**config.mk**
```make
export PLATFORM = sky130hd
export DESIGN_NAME = uart_rx_status
export DESIGN_NICKNAME = d
export VERILOG_FILES = /design/src/rtl/rxsf_pkg.sv /design/src/rtl/rxsf_clear_seq.sv /design/src/rtl/rxsf_flags.sv /design/src/rtl/rxsf_rx_buf.sv /design/src/rtl/rxsf_tx_buf.sv /design/src/rtl/uart_rx_status.sv
export SDC_FILE = /design/constraint.sdc
export NUM_CORES = 1
export LEC_CHECK = 0
export BUFFER_PORTS_ARGS = -buffer_cell sky130_fd_sc_hd__clkbuf_2
export CAP_MARGIN = 5
export CORE_ASPECT_RATIO = 1.25
export CORE_MARGIN = 2
export CORE_UTILIZATION = 46
export CTS_BUF_LIST = sky130_fd_sc_hd__clkbuf_8
export DETAILED_ROUTE_END_ITERATION = 12
export GPL_TIMING_DRIVEN = 0
export PLACE_DENSITY_LB_ADDON = 0.3
export SYNTH_ARGS = -nofsm -noshare
export SYNTH_HDL_FRONTEND = slang
export SYNTH_HIERARCHICAL = 1
export SYNTH_SLANG_ARGS = --single-unit
```
**constraint.sdc**
```tcl
create_clock -name clk -period 1.8 [get_ports clk]
set_clock_uncertainty 0.2 [all_clocks]
set_input_delay 0.36 -clock clk [delete_from_list [all_inputs] [get_ports clk]]
set_output_delay 0.36 -clock clk [all_outputs]
set_load 0.02 [all_outputs]
```
**src/rtl/rxsf_pkg.sv**
```systemverilog
package rxsf_pkg;

  // Error flag group shared by the flag keeper and the clear sequencer
  typedef struct packed {
    logic ovr;
    logic nf;
    logic fe;
  } err_t;

  localparam err_t ERR_NONE = '{ovr: 1'b0, nf: 1'b0, fe: 1'b0};

endpackage

```
**src/rtl/rxsf_clear_seq.sv**
```systemverilog
module rxsf_clear_seq
  import rxsf_pkg::*;
(
  input  logic clk,
  input  logic rst,
  input  logic rd_stat,
  input  logic rd_data,
  input  err_t err_i,
  output err_t clr_o
);

  logic armed_q;
  err_t snap_q;

  // A status read arms the sequence and records the flags it saw.
  // A data read disarms it. A status read in the same cycle arms again.
  always_ff @(posedge clk) begin
    if (rst) begin
      armed_q <= 1'b0;
      snap_q  <= ERR_NONE;
    end else begin
      if (rd_stat) begin
        armed_q <= 1'b1;
        snap_q  <= err_i;
      end else if (rd_data) begin
        armed_q <= 1'b0;
      end
    end
  end

  always_comb begin
    clr_o = ERR_NONE;
    if (rd_data && armed_q) clr_o = snap_q;
  end

endmodule

```
**src/rtl/rxsf_flags.sv**
```systemverilog
module rxsf_flags
  import rxsf_pkg::*;
(
  input  logic clk,
  input  logic rst,
  input  logic ch_done,
  input  logic ch_noise,
  input  logic ch_stop_ok,
  input  logic rd_data,
  input  err_t clr_i,
  output logic rdrf_q,
  output err_t err_q,
  output logic load_o
);

  logic ovr_ev;

  // Order of precedence: a pending framing error drops the character,
  // then a full buffer turns it into an overrun, otherwise it is loaded.
  assign load_o = ch_done && !err_q.fe && !rdrf_q;
  assign ovr_ev = ch_done && !err_q.fe && rdrf_q;

  always_ff @(posedge clk) begin
    if (rst) begin
      rdrf_q <= 1'b0;
      err_q  <= ERR_NONE;
    end else begin
      if (load_o)       rdrf_q <= 1'b1;
      else if (rd_data) rdrf_q <= 1'b0;
      err_q.ovr <= (err_q.ovr & ~clr_i.ovr) | ovr_ev;
      err_q.nf  <= (err_q.nf  & ~clr_i.nf)  | (load_o & ch_noise);
      err_q.fe  <= (err_q.fe  & ~clr_i.fe)  | (load_o & ~ch_stop_ok);
    end
  end

  AST_NF_WITH_RDRF: assert property (@(posedge clk) disable iff (rst)
    $rose(err_q.nf) |-> rdrf_q);
  AST_FE_WITH_RDRF: assert property (@(posedge clk) disable iff (rst)
    $rose(err_q.fe) |-> $rose(rdrf_q));
  AST_OVR_HIDES_FE: assert property (@(posedge clk) disable iff (rst)
    (ch_done && rdrf_q && !err_q.fe) |=> !err_q.fe);

endmodule

```
**src/rtl/rxsf_rx_buf.sv**
```systemverilog
module rxsf_rx_buf #(
  parameter int DW       = 8,
  parameter bit NINTH_EN = 1'b1
) (
  input  logic          clk,
  input  logic          rst,
  input  logic          load,
  input  logic          mode9,
  input  logic [DW:0]   din,
  output logic [DW-1:0] data_q,
  output logic          bit9_q
);

  always_ff @(posedge clk) begin
    if (rst)       data_q <= '0;
    else if (load) data_q <= din[DW-1:0];
  end

  generate
    if (NINTH_EN) begin : g_ninth
      always_ff @(posedge clk) begin
        if (rst)                bit9_q <= 1'b0;
        else if (load && mode9) bit9_q <= din[DW];
      end
    end else begin : g_no_ninth
      assign bit9_q = 1'b0;
    end
  endgenerate

endmodule

```
**src/rtl/rxsf_tx_buf.sv**
```systemverilog
module rxsf_tx_buf #(
  parameter int DW = 8
) (
  input  logic          clk,
  input  logic          rst,
  input  logic          we,
  input  logic [DW-1:0] din,
  output logic [DW-1:0] q
);

  always_ff @(posedge clk) begin
    if (rst)     q <= '0;
    else if (we) q <= din;
  end

endmodule

```
**src/rtl/uart_rx_status.sv**
```systemverilog
module uart_rx_status
  import rxsf_pkg::*;
#(
  parameter int DATA_W   = 8,
  parameter bit NINTH_EN = 1'b1
) (
  input  logic              clk,
  input  logic              rst,
  input  logic              ch_done,
  input  logic [DATA_W:0]   ch_bits,
  input  logic              ch_noise,
  input  logic              ch_stop_ok,
  input  logic              rd_stat,
  input  logic              rd_data,
  input  logic              wr_data,
  input  logic [DATA_W-1:0] wr_din,
  input  logic              mode_we,
  input  logic              mode_din,
  output logic              rdrf_o,
  output logic              ovr_o,
  output logic              nf_o,
  output logic              fe_o,
  output logic              bit9_o,
  output logic              mode9_o,
  output logic [DATA_W-1:0] rx_data_o,
  output logic [DATA_W-1:0] tx_data_o
);

  err_t err_q;
  err_t clr;
  logic load;

  always_ff @(posedge clk) begin
    if (rst)          mode9_o <= 1'b0;
    else if (mode_we) mode9_o <= mode_din;
  end

  rxsf_clear_seq u_clr (
    .clk     (clk),
    .rst     (rst),
    .rd_stat (rd_stat),
    .rd_data (rd_data),
    .err_i   (err_q),
    .clr_o   (clr)
  );

  rxsf_flags u_flags (
    .clk        (clk),
    .rst        (rst),
    .ch_done    (ch_done),
    .ch_noise   (ch_noise),
    .ch_stop_ok (ch_stop_ok),
    .rd_data    (rd_data),
    .clr_i      (clr),
    .rdrf_q     (rdrf_o),
    .err_q      (err_q),
    .load_o     (load)
  );

  rxsf_rx_buf #(.DW(DATA_W), .NINTH_EN(NINTH_EN)) u_rx (
    .clk    (clk),
    .rst    (rst),
    .load   (load),
    .mode9  (mode9_o),
    .din    (ch_bits),
    .data_q (rx_data_o),
    .bit9_q (bit9_o)
  );

  rxsf_tx_buf #(.DW(DATA_W)) u_tx (
    .clk (clk),
    .rst (rst),
    .we  (wr_data),
    .din (wr_din),
    .q   (tx_data_o)
  );

  assign ovr_o = err_q.ovr;
  assign nf_o  = err_q.nf;
  assign fe_o  = err_q.fe;

  AST_OVR_KEEPS_DATA: assert property (@(posedge clk) disable iff (rst)
    (ch_done && rdrf_o && !fe_o) |=> ($stable(rx_data_o) && ovr_o));
  AST_FE_BLOCKS_LOAD: assert property (@(posedge clk) disable iff (rst)
    (ch_done && fe_o) |=> $stable(rx_data_o));

endmodule

```
== Word level (Yosys, flattened, before mapping) ==
Cells that the tools add are included.
Storage, ports and cells
  bits in registers: 26
  input bits: 27
  output and inout port bits: 22
  word-level logic and storage cells: 37
Operators by class
  muxes and demuxes: 4
  bitwise gates (word level): 12
  reductions and logical operators: 9
Operators with widths (count)
  1-bit bitwise AND: 5
  1-bit logical AND: 5
  1-bit inverter: 4
  2-bit nonzero test: 2
  1-bit 2-to-1 mux: 3
  3-bit 2-to-1 mux: 1
  1-bit bitwise OR: 3
  1-bit zero test: 2

== Longest topological paths before layout ==
Gate-level depths: netlist (run 1).
  depth in word-level cells: 5
  gate-level depth with buffers: 5
  gate-level depth less buffers: 4

== Hierarchy ==
The synthesis (run 1) kept the hierarchy.
By module, submodules not included
  rxsf_rx_buf: instances 1, cells each 30, area an instance 329.1 µm², seq. area each 180.2 µm²
  rxsf_tx_buf: instances 1, cells each 26, area an instance 285.3 µm², seq. area each 160.2 µm²
  rxsf_flags: instances 1, cells each 16, area an instance 166.4 µm², seq. area each 80.1 µm²
  rxsf_clear_seq: instances 1, cells each 16, area an instance 155.1 µm², seq. area each 80.1 µm²
  uart_rx_status: instances 1, cells each 3, area an instance 33.8 µm², seq. area each 20.0 µm²

== Worst setup path after synthesis (run 1) ==
OpenSTA, ideal clock, no wires.
  kind: flip-flop to flip-flop
  start: reg u_flags.rdrf_q
  end: reg u_rx.data_q[0]
  library setup time: 0.127 ns
  data arrival time: 1.234 ns
  required time: 1.473 ns
  slack: 0.239 ns
  stages on the path, launching flop included: 6
  buffers on the path: 1
  cells stage by stage: dfxtp_1 or3b_4 inv_1 buf_6 mux2i_1 nor2_1
Between the ends
  longest elaborated chain between the ends: 2
Ends and longest elaborated chain
  from (decl): line rxsf_flags.sv:11  | output logic rdrf_q,
  from (signal assigned): line rxsf_flags.sv:25  | rdrf_q <= 1'b0;
  from (signal assigned): line rxsf_flags.sv:28  | if (load_o) rdrf_q <= 1'b1;
  from (signal assigned): line rxsf_flags.sv:29  | else if (rd_data) rdrf_q <= 1'b0;
  1-bit zero test: line rxsf_flags.sv:20  | assign load_o = ch_done && !err_q.fe && !rdrf_q;
  1-bit logical AND: line rxsf_flags.sv:20
  named net load: line uart_rx_status.sv:31  | logic load;
  to (signal assigned): line rxsf_rx_buf.sv:16  | else if (load) data_q <= din[DW-1:0];
  to (decl): line rxsf_rx_buf.sv:10  | output logic [DW-1:0] data_q,
The timed path passes the listed nets, and every way through them passes these cells.
A chain may end at the register's enable or synchronous reset.

== Worst setup path in the final report (run 1) ==
  start: reg u_flags.rdrf_q
  end: reg u_rx.data_q[2]
The elaborated chain is that of the path after synthesis.

==> results of run 1 <==
==> power groups by stage <==
| stage | combinational (mW) | clock (mW) | sequential (mW) |
|---|---|---|---|
| 3_3_place_gp | 0.200 | 0 | 0.645 |
| 4_1_cts | 0.204 | 0.481 | 0.634 |
| 6_report | 0.201 | 0.466 | 0.634 |
| 3_5_place_dp | 0.203 | 0 | 0.647 |
| 2_1_floorplan | 0.0866 | 0 | 0.686 |
| 5_1_grt | 0.219 | 0.504 | 0.639 |
==> layout by cell type (no fill, tap or decap) <==
cell type	Yosys	layout
a21oi_1	3	3
or3b_2	1	1
clkbuf_2	0	47
or2b_1	1	1
buf_6	2	2
o31ai_2	1	1
nand2b_1	3	3
o32ai_1	1	1
bufinv_16	0	1
nand3b_1	1	1
inv_1	3	3
nand3_1	1	1
buf_1	2	2
dfxtp_1	26	26
mux2i_1	20	20
a21oi_2	1	1
a21bo_1	1	1
clkbuf_8	0	3
and3_1	3	3
or3b_4	1	1
nor2_1	20	20
==> state kept, by name, indices dropped and copies added (netlist names) <==
name / flops
u_flags/rdrf_q: 1
u_rx/bit9_q: 1
u_tx/q: 8
u_clr/armed_q: 1
mode9_o: 1
u_rx/data_q: 8
u_clr/snap_q: 3
u_flags/err_q: 3
==> stage by stage <==
stage | instances | util
floorplan | 91 | -
global placement | 158 | 0.621
detailed placement | 158 | 0.621
CTS | 162 | 0.657
global route | 162 | 0.657
finish | 162 | 0.657
==> layout make-up <==
cell class,count,area [um^2]
fillers,175,681
inverters,3,11.3
flip-flops and latches,26,520
repair buffers,47,235
plain buffers,4,30.0
well taps,20,25.0
clock buffers,3,41.3
multi-input cells,58,408
clock inverters,1,30.0
==> layer usage <==
layer	track usage	vias to the layer above	wire length, um
met3	0.0294	2	129
met5	0	-	0
met1	0.175	348	725
li1	-	412	-
met2	0.249	30	900
met4	0.0630	0	12
==> worst max path at each step <==
stage / startpoint / slack (ns) / endpoint / cells past startpoint
CTS: u_flags/rdrf_q$_SDFFE_PP0P_ / 0.22 / u_rx/data_q[2]$_SDFFE_PP0P_ / 5
floorplan: u_flags/rdrf_q$_SDFFE_PP0P_ / 0.24 / u_rx/data_q[0]$_SDFFE_PP0P_ / 5
global placement: ch_done / 0.15 / u_rx/data_q[4]$_SDFFE_PP0P_ / 6
global route: u_flags/err_q[0]$_SDFF_PP0_ / 0.16 / u_rx/data_q[3]$_SDFFE_PP0P_ / 5
finish: u_flags/rdrf_q$_SDFFE_PP0P_ / 0.23 / u_rx/data_q[2]$_SDFFE_PP0P_ / 5
detailed placement: ch_done / 0.12 / u_rx/data_q[2]$_SDFFE_PP0P_ / 6
==> critical path: stages, from the launching register on <==
cell,delay (ns)
dfxtp_1,0.34
or3b_4,0.42
inv_1,0.08
buf_6,0.15
mux2i_1,0.20
nor2_1,0.05
==> cells by family after synthesis <==
logic type,Yosys count,share of synthesized area
and+or+nand+nor,31,0.157
DFF,26,0.537
muxes,20,0.206
AOI/OAI and AO/OA,7,0.0568
buffers and inverters,7,0.0426
==> reports/qor.yml, run 1 <==
worst_hold_path:
  holdPathEnd: "u_flags/err_q[0]$_SDFF_PP0_"
  worstHoldPathType: "input port to register"
  hp-start: "ch_stop_ok"
  hold_depth: 2
clock_network:
  htreeDepth: 1
  clk_pin_slew_ns: 0.08
  insertion_delay_ns: 0.26
  cts_tree: "yes"
  clockRootBuffer: "clkbuf_8"
  hold_buffers: 0
  numCtsBuffers: 3
  cts_sinks: 26
  cts-resized-gates: 0
  postCtsSetupRepairBufs: 0
  clock_path_buffers: 2
route:
  wl_um: 1770
  drt_iter0_drc: 6
  via_per_inst: 4.89
  vias: 792
  postRouteAntennaNets: 0
  wl_per_cell_um: 10.9
  drc_errors: 0
  drtPass1Iterations: 4
pwr:
  vdd_ir_drop_max_uv: 721
  pwr-share-clk: 0.358
  seqPwrFrac: 0.487
  power_switching_mw: 0.300
  power_frac_comb: 0.155
  switching_share: 0.230
  p_leak_nw: 0.670
  power-per-cell-area_nw_per_um2: 1000
  p_int_mw: 1.00
  total_power_mw: 1.30
sta:
  slew_headroom: 0.743
  max_freq_mhz: 638
  period_share: 0.870
  fin_ws_ns: 0.233
  tightest_slew_ns: 0.386
  rsz0062_at_grt: "no"
  whs_ns: 0.0850
  hold_viol: 0
  fin_setup_tns_ns: 0
  min_period_ns: 1.57
  setup_violations: 0
  slew_viol_final: 0
setup_path:
  worstRegToRegCells: 5
  r2r_slack_ns: 0.23
  arrival_ns: 1.51
  reg2reg_from: "u_flags/rdrf_q$_SDFFE_PP0P_"
  critPathKind: "register to register"
  critPathLaunchType: "register"
  r2r_end: "u_rx/data_q[2]$_SDFFE_PP0P_"
  cp-end-kind: "register"
  cp_max_fo: 10
  critPathRequiredTime_ns: 1.75
yosys:
  synthFlopType: "dfxtp_1"
  synthTopCellsByCount: "dfxtp_1 (26), mux2i_1 (20), nor2_1 (20)"
  yosysSeqAreaShare: 0.537
  syn_area_per_cell_um2: 10.7
  synth_top_area_frac: 0.537
  synth_top_area_cell: "dfxtp_1"
  ys_top_cells_by_area: "dfxtp_1 (54%), mux2i_1 (21%), nor2_1 (7.7%), buf_6 (2.3%), and3_1 (1.9%)"
  syn-num-nets: 118
  synth_area_um2: 970
  ys_seq_elements: 26
  syn_inst: 91
  ys_async_sr_fraction: 0
  yosys_warnings: 6
  synthDistinctLibCells: 18
  yosysMostFrequentCell: "dfxtp_1"
  synth_edf_count: 0
finish:
  drive_above_1_share: 0.401
  antenna_cells: 0
  fin_area_um2: 1300
  nets: 170
  syn_to_final_growth_pct: 34.2
outcome:
  outcome: "completed"
grt:
  grt_overflow: 0
  grt_pass1_wl_um: 2860
  antenna_found_initial: 0
  grtUsageTotal: 0.148
  grt_pass1_vias: 738
  grt_max_degree: 16
place:
  place_area_um2: 1230
  dp_hpwl_um: 1400
  io_buffers: 47
  gp_congestion: 0.720
  post-place-ws_ns: 0.118
floorplan:
  pin_count: 49
  fp.dieH_um: 55.3
  std_cell_rows: 18
  design.die.area_um2: 2490
  initial_core_util: 0.489
  core_area_um2: 1980
  die_w_um: 45.1
flow_run:
  maxCapViolations: 0
(Power assumes the default switching activity.)
==> run 2, diff against run 1 <==
- clock period: 1.8 -> 1.55 ns (I/O delays scaled with it)
==> reports/qor.yml, run 2 (synthesis gave the netlist of run 1 again) <==
pwr:
  vdd_ir_drop_max_uv: 808
  p_leak_nw: 0.671
  power-per-cell-area_nw_per_um2: 1040
grt:
  grt_pass1_wl_um: 3000
  antenna_found_initial: 0
  grt_max_degree: 14
  grt_overflow: 0
  grt_pass1_vias: 753
  grtUsageTotal: 0.154
setup_path:
  slowest_stage: "or3b_4"
  r2r_slack_ns: 0.04
  path_cells: "or3b_4 > inv_2 > buf_6 > mux2i_1 > nor2_1"
  cpPeakStageDelay_ns: 0.40
  r2r_end: "u_rx/data_q[2]$_SDFFE_PP0P_"
  critPathLaunchType: "register"
  cp_max_fo: 5
  worstRegToRegCells: 5
  critPathRequiredTime_ns: 1.49
  cp-end-kind: "register"
  arrival_ns: 1.45
  critPathKind: "register to register"
  reg2reg_from: "u_flags/err_q[0]$_SDFF_PP0_"
  startpoint: "u_flags/err_q[0]$_SDFF_PP0_"
finish:
  final_cell_mix: "clkbuf_2 (47), dfxtp_1 (24), mux2i_1 (20), nor2_1 (20)"
  nets: 173
  largest_registers: "u_rx/data_q x8, u_tx/q x8"
  fillers: 179
  antenna_cells: 0
  syn_to_final_growth_pct: 34.1
  fin_area_um2: 1300
  final_common_cell: "clkbuf_2"
  drive_above_1_share: 0.431
  fin_util: 0.656
worst_hold_path:
  hold_depth: 2
  worstHoldPathType: "input port to register"
  hp-start: "ch_stop_ok"
  holdPathEnd: "u_flags/err_q[0]$_SDFF_PP0_"
sta:
  period_share: 0.976
  setup_violations: 0
  max_freq_mhz: 661
  min_period_ns: 1.51
  slew_viol_final: 0
  tightest_slew_ns: 0.386
  rsz0062_at_grt: "yes"
  slew_headroom: 0.743
  hold_viol: 0
outcome:
  outcome: "completed"
clock_network:
  clockRootBuffer: "clkbuf_8"
  clk_pin_slew_ns: 0.08
  numCtsBuffers: 3
  clock_path_buffers: 2
  insertion_delay_ns: 0.26
  cts_sinks: 26
  cts_tree: "yes"
  htreeDepth: 1
flow_run:
  maxCapViolations: 0
floorplan:
  initial_core_util: 0.489
  fp.dieH_um: 55.3
  die_w_um: 45.1
  std_cell_rows: 18
  pin_count: 49
  core_area_um2: 1980
  design.die.area_um2: 2490
route:
  drtPass1Iterations: 4
  via_per_inst: 5.01
  drc_errors: 0
  postRouteAntennaNets: 0
  wl_um: 1920
  drt_iter0_drc: 3
  vias: 821
  wl_per_cell_um: 11.7
place:
  dp_hpwl_um: 1460
  place_area_um2: 1230
  gp_congestion: 0.730
  io_buffers: 47
run 2: cell types whose count changed in the layout (fill, tap and decap cells not counted), sizes merged:
cell / previous run / this run
bufinv: 1 / 0
buf: 4 / 7
run 2: critical path: cells and delay by family, from the launching register on:
family | cells | cell delay [ns]
simple gates | 2 | 0.46
flops | 1 | 0.33
buf+inv | 2 | 0.21
mux | 1 | 0.19
run 2: layout make-up:
cell class	instances	area, um^2	share of cell area
repair buffers	50	262	0.201
well taps	20	25.0	0.0192
flip-flops and latches	26	523	0.402
plain buffers	4	30.0	0.0231
multi-input cells	58	408	0.314
clock buffers	3	41.3	0.0318
inverters	3	11.3	0.00866
run 2: metrics by stage:
step                setup slack, ns  hold slack (ns)  cells  TNS (ns)  total power, mW
global placement            -0.0493            0.269    158    -0.352            0.982
floorplan                   0.00481            0.172     91         0            0.897
CTS                         0.00854           0.0351    163         0             1.36
finish                       0.0377           0.0284    164         0             1.35
detailed placement          -0.0825            0.281    158    -0.562            0.991
global route                -0.0222           0.0331    164   -0.0327             1.40
run 2: repair_timing:
item,CTS,global route
gates resized for setup,3,1
endpoints found under the setup margin,8,7
hold buffers,0,0
cloned,1,0
pin swaps,1,0
setup buffers,1,1
run 2: how the worst max path moves through the flow:
stage | end | slack (ns)
3_5_place_dp | u_rx/data_q[2]$_SDFFE_PP0P_ | -0.08
6_report | u_rx/data_q[2]$_SDFFE_PP0P_ | 0.04
5_1_grt | u_rx/data_q[4]$_SDFFE_PP0P_ | -0.02
4_1_cts | u_rx/data_q[2]$_SDFFE_PP0P_ | 0.009
3_3_place_gp | u_rx/data_q[3]$_SDFFE_PP0P_ | -0.05
2_1_floorplan | u_rx/data_q[0]$_SDFFE_PP0P_ | 0.005
run 2: metal layers:
layer | track usage | up-vias | routed length (um)
met2 | 0.294 | 28 | 998
li1 | - | 412 | -
met5 | 0 | - | 0
met4 | 0.0378 | 0 | 12
met1 | 0.163 | 379 | 784
met3 | 0.0294 | 2 | 123
run 2: report_power, final:
part / switching (mW) / total (mW) / internal (mW)
sequential: 0.0245 / 0.736 / 0.712
combinational: 0.134 / 0.253 / 0.118
clock: 0.191 / 0.364 / 0.173
